<file path="config.mk">
export PLATFORM = sky130hd
export DESIGN_NAME = cos_detect
export DESIGN_NICKNAME = d
export VERILOG_FILES = /design/src/rtl/cos_pkg.sv /design/src/rtl/cos_sync.sv /design/src/rtl/cos_filter.sv /design/src/rtl/cos_flags.sv /design/src/rtl/cos_detect.sv
export SDC_FILE = /design/constraint.sdc
export NUM_CORES = 1
export LEC_CHECK = 0
export BUFFER_PORTS_ARGS = -buffer_cell sky130_fd_sc_hd__buf_4
export CAP_MARGIN = 20
export CORE_MARGIN = 1
export CORE_UTILIZATION = 35
export CTS_CLUSTER_SIZE = 40
export DETAILED_ROUTE_END_ITERATION = 8
export GPL_ROUTABILITY_DRIVEN = 0
export SKIP_LAST_GASP = 1
export SLEW_MARGIN = 25
export SYNTH_ARGS = -nofsm -noshare
export SYNTH_HDL_FRONTEND = slang
export SYNTH_SLANG_ARGS = --single-unit
</file>
<file path="constraint.sdc">
create_clock -name clk_i -period 1.76 [get_ports clk_i]
set_clock_uncertainty 0.15 [all_clocks]
set_input_delay 0.264 -clock clk_i [delete_from_list [all_inputs] [get_ports clk_i]]
set_output_delay 0.264 -clock clk_i [all_outputs]
set_load 0.05 [all_outputs]
</file>
<file path="src/rtl/cos_pkg.sv">
package cos_pkg;
  localparam int unsigned COS_PINS         = 4;
  localparam int unsigned COS_SYNC_STAGES  = 2;
  localparam int unsigned COS_STABLE_TICKS = 2;
endpackage

</file>
<file path="src/rtl/cos_sync.sv">
module cos_sync #(
  parameter int unsigned WIDTH  = 4,
  parameter int unsigned STAGES = 2
) (
  input  logic             clk_i,
  input  logic             rst_ni,
  input  logic [WIDTH-1:0] d_i,
  output logic [WIDTH-1:0] q_o
);
  logic [STAGES-1:0][WIDTH-1:0] stg_q;

  always_ff @(posedge clk_i or negedge rst_ni) begin
    if (!rst_ni) stg_q <= '0;
    else         stg_q <= {stg_q[STAGES-2:0], d_i};
  end

  assign q_o = stg_q[STAGES-1];
endmodule

</file>
<file path="src/rtl/cos_filter.sv">
module cos_filter #(
  parameter int unsigned STABLE_TICKS = 2
) (
  input  logic clk_i,
  input  logic rst_ni,
  input  logic in_i,
  input  logic tick_i,
  output logic level_o,
  output logic chg_o
);
  localparam int unsigned CW = $clog2(STABLE_TICKS + 1);

  logic [CW-1:0] cnt_q;
  logic          level_q;
  logic          differ, last;

  assign differ  = in_i != level_q;
  assign last    = cnt_q == CW'(STABLE_TICKS - 1);
  assign chg_o   = tick_i & differ & last;
  assign level_o = level_q;

  always_ff @(posedge clk_i or negedge rst_ni) begin
    if (!rst_ni) begin
      cnt_q   <= '0;
      level_q <= 1'b0;
    end else if (tick_i) begin
      if (!differ) begin
        cnt_q <= '0;
      end else if (last) begin
        cnt_q   <= '0;
        level_q <= in_i;
      end else begin
        cnt_q <= cnt_q + 1'b1;
      end
    end
  end


  level_on_tick_chk: assert property (@(posedge clk_i) disable iff (!rst_ni)
    !$stable(level_q) |-> $past(tick_i));


  accept_moves_level_chk: assert property (@(posedge clk_i) disable iff (!rst_ni)
    chg_o |=> !$stable(level_q));
endmodule

</file>
<file path="src/rtl/cos_flags.sv">
module cos_flags #(
  parameter int unsigned N = 4
) (
  input  logic         clk_i,
  input  logic         rst_ni,
  input  logic [N-1:0] chg_i,
  input  logic [N-1:0] en_i,
  input  logic         rd_i,
  output logic [N-1:0] flags_o,
  output logic         isr_o
);
  logic [N-1:0] flags_q;
  logic         isr_q;

  // set wins over read-clear
  always_ff @(posedge clk_i or negedge rst_ni) begin
    if (!rst_ni) begin
      flags_q <= '0;
      isr_q   <= 1'b0;
    end else begin
      flags_q <= (rd_i ? '0 : flags_q) | chg_i;
      isr_q   <= (rd_i ? 1'b0 : isr_q) | (|(chg_i & en_i));
    end
  end

  assign flags_o = flags_q;
  assign isr_o   = isr_q;


  isr_rise_chk: assert property (@(posedge clk_i) disable iff (!rst_ni)
    $rose(isr_q) |-> $past(|(chg_i & en_i)));


  read_clear_chk: assert property (@(posedge clk_i) disable iff (!rst_ni)
    (rd_i && !(|chg_i)) |=> (flags_q == '0 && !isr_q));

  for (genvar i = 0; i < N; i++) begin : g_bit

    flag_rise_chk: assert property (@(posedge clk_i) disable iff (!rst_ni)
      $rose(flags_q[i]) |-> $past(chg_i[i]));

    flag_sticky_chk: assert property (@(posedge clk_i) disable iff (!rst_ni)
      (flags_q[i] && !rd_i) |=> flags_q[i]);
  end
endmodule

</file>
<file path="src/rtl/cos_detect.sv">
module cos_detect
  import cos_pkg::*;
#(
  parameter int unsigned NUM_PINS     = COS_PINS,
  parameter int unsigned SYNC_STAGES  = COS_SYNC_STAGES,
  parameter int unsigned STABLE_TICKS = COS_STABLE_TICKS
) (
  input  logic                  clk_i,
  input  logic                  rst_ni,
  input  logic [NUM_PINS-1:0]   pins_i,
  input  logic                  sample_en_i,
  input  logic [NUM_PINS-1:0]   chg_en_i,
  input  logic                  irq_mask_i,
  input  logic                  rd_i,
  output logic [2*NUM_PINS-1:0] chg_reg_o,
  output logic                  isr_chg_o,
  output logic                  irq_no
);
  logic [NUM_PINS-1:0] pins_s, level, chg, flags;
  logic                isr;

  cos_sync #(.WIDTH(NUM_PINS), .STAGES(SYNC_STAGES)) u_sync (
    .clk_i (clk_i),
    .rst_ni(rst_ni),
    .d_i   (pins_i),
    .q_o   (pins_s)
  );

  for (genvar i = 0; i < NUM_PINS; i++) begin : g_pin
    cos_filter #(.STABLE_TICKS(STABLE_TICKS)) u_filt (
      .clk_i  (clk_i),
      .rst_ni (rst_ni),
      .in_i   (pins_s[i]),
      .tick_i (sample_en_i),
      .level_o(level[i]),
      .chg_o  (chg[i])
    );
  end

  cos_flags #(.N(NUM_PINS)) u_flags (
    .clk_i  (clk_i),
    .rst_ni (rst_ni),
    .chg_i  (chg),
    .en_i   (chg_en_i),
    .rd_i   (rd_i),
    .flags_o(flags),
    .isr_o  (isr)
  );

  assign chg_reg_o = {flags, level};
  assign isr_chg_o = isr;
  assign irq_no    = ~(isr & irq_mask_i);


  irq_idle_chk: assert property (@(posedge clk_i) disable iff (!rst_ni)
    !isr_chg_o |-> irq_no);
endmodule

</file>
; ---- Word-level counts from Yosys, hierarchy flattened
; Index checks and enable logic that the tools add are counted.
[word_totals]
elab_cells = 52
out_inout_bits = 10
reg_bits = 25
input_bits = 13
[op_classes]
muxes = 10
n_eq_ne = 8
bitwise = 13
add_sub_neg = 4
reduce_logical = 5
[op_table]
columns = operator, count
row1 = two-way mux 2 bit, 8
row2 = AND reduction 3 bit, 4
row3 = bitwise AND 1 bit, 9
row4 = "adder 2 x 1 -> 2 bit, second input constant", 4
row5 = "== test 2 x 1 -> 1 bit, second input constant", 4
row6 = bitwise AND 4 bit, 1
row7 = two-way mux 4 bit, 1
row8 = != test 1 bit, 4
row9 = OR 4 bit, 1
row10 = OR reduction 4 bit, 1
row11 = two-way mux 1 bit, 1
row12 = NOT 1 bit, 1
row13 = OR 1 bit, 1

; ---- Longest topological paths before layout
; Gate-level depths: netlist of run 1.
[depth]
depth_word = 6
ltp_mapped = 3
mapped_depth_nobuf = 3

; ---- Modules after synthesis
; From an unflattened synthesis of run 1, not the netlist that was laid out.
[unflattened]
hier_cells = 79
hier_area_um2 = 1009.7
[by_module_without_submodules]
columns = module, instances, area_each_um2, cells_each
row1 = cos_filter, 4, 145.1, 13
row2 = cos_sync, 1, 230.2, 12
row3 = cos_flags, 1, 195.2, 14
row4 = cos_detect, 1, 3.8, 1

; ---- Worst setup path before layout of run 1
; Ideal clock, no wire load.
[synth_timing]
kind = register to output
from = reg u_flags.isr_q (netlist: u_flags.isr_o)
to = out irq_no
setup_slack_ps = 310
arrival_ps = 1036
path_stages_with_launch = 2
n_path_buf = 0
required_time_ps = 1346
path_cell_list = dfrtp_1 -> nand2_1
[synth_via]
elab_chain_cells = 2
[synth_lines]
columns = item, line_no
row1 = "start, declared", cos_flags.sv:13  ; logic isr_q;
row2 = "start signal, assigned", cos_flags.sv:22  ; isr_q <= (rd_i ? 1'b0 : isr_q) | (|(chg_i & en_i));
row3 = bitwise AND 1 bit, cos_detect.sv:52  ; assign irq_no = ~(isr & irq_mask_i);
row4 = NOT 1 bit, cos_detect.sv:52
row5 = "end, declared", cos_detect.sv:17  ; output logic irq_no
; Every way passes these cells.

; ---- Worst setup path after layout of run 1
; Same ends and word-level chain as after synthesis.

==> impl_metrics.json, run 1 <==
{
  "grt_pass1_vias": 598,
  "cts_setup_buffers": 0,
  "ir_worst_vdd_mv": 0.738,
  "slowest_delay_ns": 0.43,
  "hp-start": "chg_en_i[3]",
  "finalSetupViolations": 0,
  "slew_violations": 0,
  "avgSynthCellArea_sq_um": 13.4,
  "area_delta_synth_final_pct": 24.9,
  "coreArea_sq_mm": 0.00257,
  "postSynthRegisterBits": 25,
  "ant_nets": 0,
  "post-route-period-util": 0.806,
  "yosysUniqueCellTypes": 14,
  "die_area_sq_mm": 0.00301,
  "power.leakage_nw": 0.593,
  "vias_per_cell": 4.90,
  "worstHoldPathType": "input port to flip-flop",
  "synth_flop_cell": "dfrtp_1",
  "place.port_buffers": 22,
  "antenna_found_initial": 0,
  "fillerInstances": 238,
  "nNetsFinal": 113,
  "antenna_cells": 0,
  "synth_async_sr_flop_share": 1.00,
  "cp.required_ns": 1.35,
  "syn_area_sq_um": 978,
  "fin_area_sq_mm": 0.00122,
  "path_clk_slew_ns": 0.13,
  "synth_edf_count": 0,
  "clk_latency_ns": 0.31,
  "fmax_mhz": 705,
  "track_usage": 0.127,
  "die_x_um": 54.9,
  "slowest_stage": "dfrtp_1",
  "cts_tree": "yes",
  "syn_nets": 86,
  "synth_most_common_cell": "dfrtp_1",
  "dpl.hpwl_um": 1100,
  "slew_headroom": 0.790,
  "drv_cap": 0,
  "start_util": 0.381,
  "dr.pass1.iters": 4,
  "vias": 632,
  "wl_per_cell_um": 12.1,
  "worstPathCellList": "nand2_1, buf_4",
  "r2r_start": "g_pin[1].u_filt.cnt_q[1]",
  "dieHeight_um": 54.9,
  "root_buffer": "clkbuf_4",
  "synth_warnings": 0,
  "cts_buffer_depth": 2,
  "seq_area_frac_synth": 0.639,
  "startpoint_type": "flip-flop",
  "seqCellArea_sq_um": 626,
  "grt_pass1_wl_um": 2620,
  "p_per_area_mw_per_mm2": 1630,
  "num_rows": 18,
  "fin_hold_ws_ns": 0.0180,
  "cp_max_fo": 3,
  "cts_hold_buf": 5,
  "synth_top_cell_area_share": 0.639,
  "rsz0062_at_grt": "no",
  "postPlaceCellArea_sq_mm": 0.00115,
  "yosys.area.top_type": "dfrtp_1",
  "fin_crit_ns": 1.42,
  "cp.arrival_ns": 1.00,
  "yosys-top-cells-area": "dfrtp_1 64%, mux2_4 6.1%, and3b_4 5.1%, a22o_1 3.6%, nand3_1 3.6%",
  "multi_input_area_sq_um": 299,
  "drc_errors": 0,
  "worst-setup-path-type": "flip-flop to output port",
  "grt_overflow": 0,
  "htreeDepth": 1,
  "synth_commonest_cells": "25 x dfrtp_1, 7 x nand3_1, 5 x inv_1, 5 x nand2_1",
  "endpoint_kind": "output port",
  "drive_gt1_frac": 0.333,
  "worstSetupStartpoint": "u_flags.isr_o",
  "hold_violations": 0,
  "clock-sinks": 25,
  "io_pins": 23,
  "max_slew.worst_pin.slew_ns": 0.314,
  "grt_max_degree": 26,
  "setup_tns_ns": 0,
  "synth_cells": 73,
  "wl_um": 1560,
  "status": "finished clean",
  "drt_iter0_drc": 7,
  "postCtsResizedCells": 0,
  "numCtsBuffers": 3
}
final timing paths:
kind / to / cells after the start / slack (ns)
setup / recovery: irq_no / 2 / 0.34
hold / removal: u_flags.isr_o / 3 / 0.02
setup reg to reg: g_pin[1].u_filt.level_o / 2 / 0.50
hold reg to reg: u_sync.q_o[0] / 0 / 0.21
max in group asynchronous: g_pin[2].u_filt.cnt_q[0] / 2 / 1.00
min in group asynchronous: g_pin[1].u_filt.level_o / 2 / 0.22
metal layers:
layer	global-route usage	vias to the layer above	wire, um
li1	-	299	-
met1	0.165	313	751
met2	0.201	20	702
met3	0.0500	0	101
met4	0.0256	0	0
met5	0	-	0
critical path, delay by kind of cell (launching register included):
kind | cells | cell delay, ns
buffers and inverters | 1 | 0.19
DFF | 1 | 0.43
and+or+nand+nor | 1 | 0.08
sequential cells by signal, indices dropped and copies added, names as in the netlist:
signal / cells
u_sync.stg_q: 4
g_pin.u_filt.cnt_q: 8
u_flags.isr_o: 1
g_pin.u_filt.level_o: 4
u_flags.flags_o: 4
u_sync.q_o: 4
cell families (layout without fill, tap and decap cells):
| group | Yosys count | count (layout) | synth area share |
|---|---|---|---|
| AOI/OAI and AO/OA | 13 | 13 | 0.0959 |
| muxes | 4 | 4 | 0.0614 |
| xor gates and xnor gates | 4 | 4 | 0.0358 |
| and+or+nand+nor | 17 | 17 | 0.113 |
| DFF | 25 | 25 | 0.639 |
| buffers and inverters | 10 | 36 | 0.0550 |
report_power, final:
part           leakage, nW  switching, W  internal (W)
Sequential           0.313      0.000100      0.000721
Combinational        0.265      0.000572      0.000348
Clock               0.0150      0.000159     0.0000885
final cells by class:
cell class,count,share of cell area
clock buffer,4,0.0215
inverter,5,0.0154
multi-input combinational,38,0.245
sequential,25,0.512
tap,30,0.0307
timing repair buffer,27,0.176
layout by cell type, fill, tap and decap left out:
cell type and n:
inv_1 5, clkbuf_1 1, a32oi_1 1, buf_4 22, dlygate4sd3_1 5, o21ai_0 4
clkbuf_4 3, mux2_4 4, and3b_4 4, xor2_1 4, a22o_1 4, nand3_1 7
nand2_1 5, dfrtp_1 25, a21boi_1 4, nand4_1 1
per-stage QoR:
stage                     instances  setup WS (ns)  utilization  power (W)
after detailed placement        120          0.520        0.446    0.00175
after CTS                       129          0.327        0.476    0.00201
after floorplan                  73          0.310            -    0.00156
after global placement          120          0.533        0.446    0.00173
after global routing            129          0.269        0.476    0.00213
final                           129          0.342        0.476    0.00199
Power figures use the tool's default switching activity.
==> inputs of run 2 (changes only) <==
==> constraint.sdc (replaced) <==
create_clock -name clk_i -period 1.3 [get_ports clk_i]
set_clock_uncertainty 0.15 [all_clocks]
set_input_delay 0.195 -clock clk_i [delete_from_list [all_inputs] [get_ports clk_i]]
set_output_delay 0.195 -clock clk_i [all_outputs]
set_load 0.05 [all_outputs]
==> impl_metrics.json, run 2 (synthesized netlist as in run 1, its figures left out) <==
{
  "status": "complete, but fails checks",
  "failed_checks": "setup timing",
  "area_delta_synth_final_pct": 38.5,
  "largest_reg_flops": 8,
  "die_area_sq_mm": 0.00301,
  "multi_input_area_sq_um": 309,
  "final_cell_mix": "25 x dfrtp_1, 16 x buf_4, 12 x dlygate4sd3_1, 7 x nand3_1, 7 x buf_6",
  "rr_endpoint": "g_pin[0].u_filt.cnt_q[1]",
  "fin_area_sq_mm": 0.00136,
  "hp-start": "sample_en_i",
  "regMostFlops": "g_pin.u_filt.cnt_q",
  "fmax_mhz": 756,
  "place_inst": 120,
  "ir_worst_vdd_mv": 1.17,
  "antenna_cells": 0,
  "numCtsBuffers": 3,
  "p_seq_frac": 0.391,
  "io_pins": 23,
  "reg2reg_depth": 3,
  "layout.cells.non_filler": 138,
  "slew_headroom": 0.771,
  "dr.pass1.iters": 4,
  "root_buffer": "clkbuf_4",
  "post-route-period-util": 1.02,
  "grt_pass1_wl_um": 2790,
  "drc_errors": 0,
  "p_switching_w": 0.00119,
  "postPlaceCellArea_sq_mm": 0.00115,
  "clock-sinks": 25,
  "cp.arrival_ns": 0.98,
  "vias": 661,
  "dpl.hpwl_um": 1130,
  "clkPwrFrac": 0.123,
  "hold_end": "g_pin[1].u_filt.cnt_q[0]",
  "fin_crit_ns": 1.32,
  "whs_path_depth": 2,
  "endpoint_kind": "output port",
  "die_x_um": 54.9,
  "r2r_start": "g_pin[0].u_filt.level_o",
  "wl_per_cell_um": 12.7,
  "path_clk_slew_ns": 0.15,
  "wl_um": 1750,
  "p_per_area_mw_per_mm2": 2130,
  "nNetsFinal": 122,
  "clk_latency_ns": 0.32,
  "track_usage": 0.141,
  "worst-setup-path-type": "flip-flop to output port",
  "start_util": 0.381,
  "grt_overflow": 0,
  "hold_violations": 0,
  "fin_ws_ns": -0.0223,
  "grt_max_degree": 26,
  "fillerInstances": 248,
  "place.port_buffers": 22,
  "num_rows": 18,
  "max_slew.worst_pin.slew_ns": 0.342,
  "r2r_slack_ns": 0.05,
  "antenna_found_initial": 0,
  "grt_pass1_vias": 624,
  "cp_max_fo": 3,
  "p_sw_frac": 0.413,
  "cp.required_ns": 0.95,
  "power.leakage_nw": 0.644,
  "slew_violations": 0,
  "drt_iter0_drc": 6,
  "vias_per_cell": 4.79,
  "pre_cts_ws_ns": 0.0667,
  "drv_cap": 0,
  "combPwrFrac": 0.486,
  "drive_gt1_frac": 0.352,
  "ant_nets": 0,
  "cts_tree": "yes",
  "worstHoldPathType": "input port to flip-flop",
  "cts_buffer_depth": 2,
  "finalSetupViolations": 2,
  "dieHeight_um": 54.9,
  "htreeDepth": 1,
  "seqCellArea_sq_um": 626,
  "layout_commonest_cell": "dfrtp_1",
  "coreArea_sq_mm": 0.00257,
  "startpoint_type": "flip-flop",
  "rsz0062_at_grt": "yes",
  "p_int_w": 0.00169
}
-- run 2: worst max path at each step --
| stage | endpoint | start |
|---|---|---|
| after detailed placement | g_pin[2].u_filt.level_o | g_pin[2].u_filt.cnt_q[1] |
| after global routing | irq_no | u_flags.isr_o |
| after CTS | irq_no | u_flags.isr_o |
| after floorplan | irq_no | u_flags.isr_o |
| final | irq_no | u_flags.isr_o |
| after global placement | g_pin[0].u_filt.level_o | g_pin[0].u_filt.cnt_q[1] |
-- run 2: layer usage --
metal / wire length (um) / up-vias / global-route usage
li1: - / 315 / -
met1: 781 / 329 / 0.164
met2: 876 / 15 / 0.231
met3: 75 / 2 / 0.0583
met4: 16 / 0 / 0.0513
met5: 0 / - / 0
-- run 2: power by group through the flow --
stage	Clock [W]	Combinational [W]	Sequential [W]
final	0.000355	0.00140	0.00113
after global routing	0.000406	0.00150	0.00115
after CTS	0.000375	0.00136	0.00112
after detailed placement	0	0.00124	0.00113
after global placement	0	0.00123	0.00112
after floorplan	0	0.000804	0.00132
-- run 2: worst max-delay path, stage by stage (launching register included) --
cell     delay (ns)
dfrtp_1        0.43
nand2_2        0.08
buf_8          0.14
-- run 2: cell type report --
| cell class | count | area share |
|---|---|---|
| Clock buffer | 3 | 0.0166 |
| Inverter | 5 | 0.0139 |
| Timing Repair Buffer | 36 | 0.247 |
| Multi-Input combinational cell | 38 | 0.228 |
| Tap cell | 30 | 0.0277 |
| Clock inverter | 1 | 0.00554 |
| Sequential cell | 25 | 0.462 |
-- run 2: per-stage QoR --
stage | util | total power [W] | setup TNS [ns] | hold WS [ns]
after floorplan | - | 0.00212 | 0 | -0.251
after CTS | 0.519 | 0.00285 | -0.0604 | 0.0133
final | 0.528 | 0.00288 | -0.0245 | 0.0262
after global routing | 0.528 | 0.00306 | -0.297 | 0.0178
after detailed placement | 0.447 | 0.00237 | 0 | -0.0362
after global placement | 0.447 | 0.00235 | 0 | -0.0350
-- run 2: timing repair --
action                                  CTS  global route
buffers inserted                          2             0
gates resized for setup                   5             5
hold buffers                             12             0
endpoints found under the setup margin    6            14
pin swaps                                 1             0
endpoints found under the hold margin    33             0
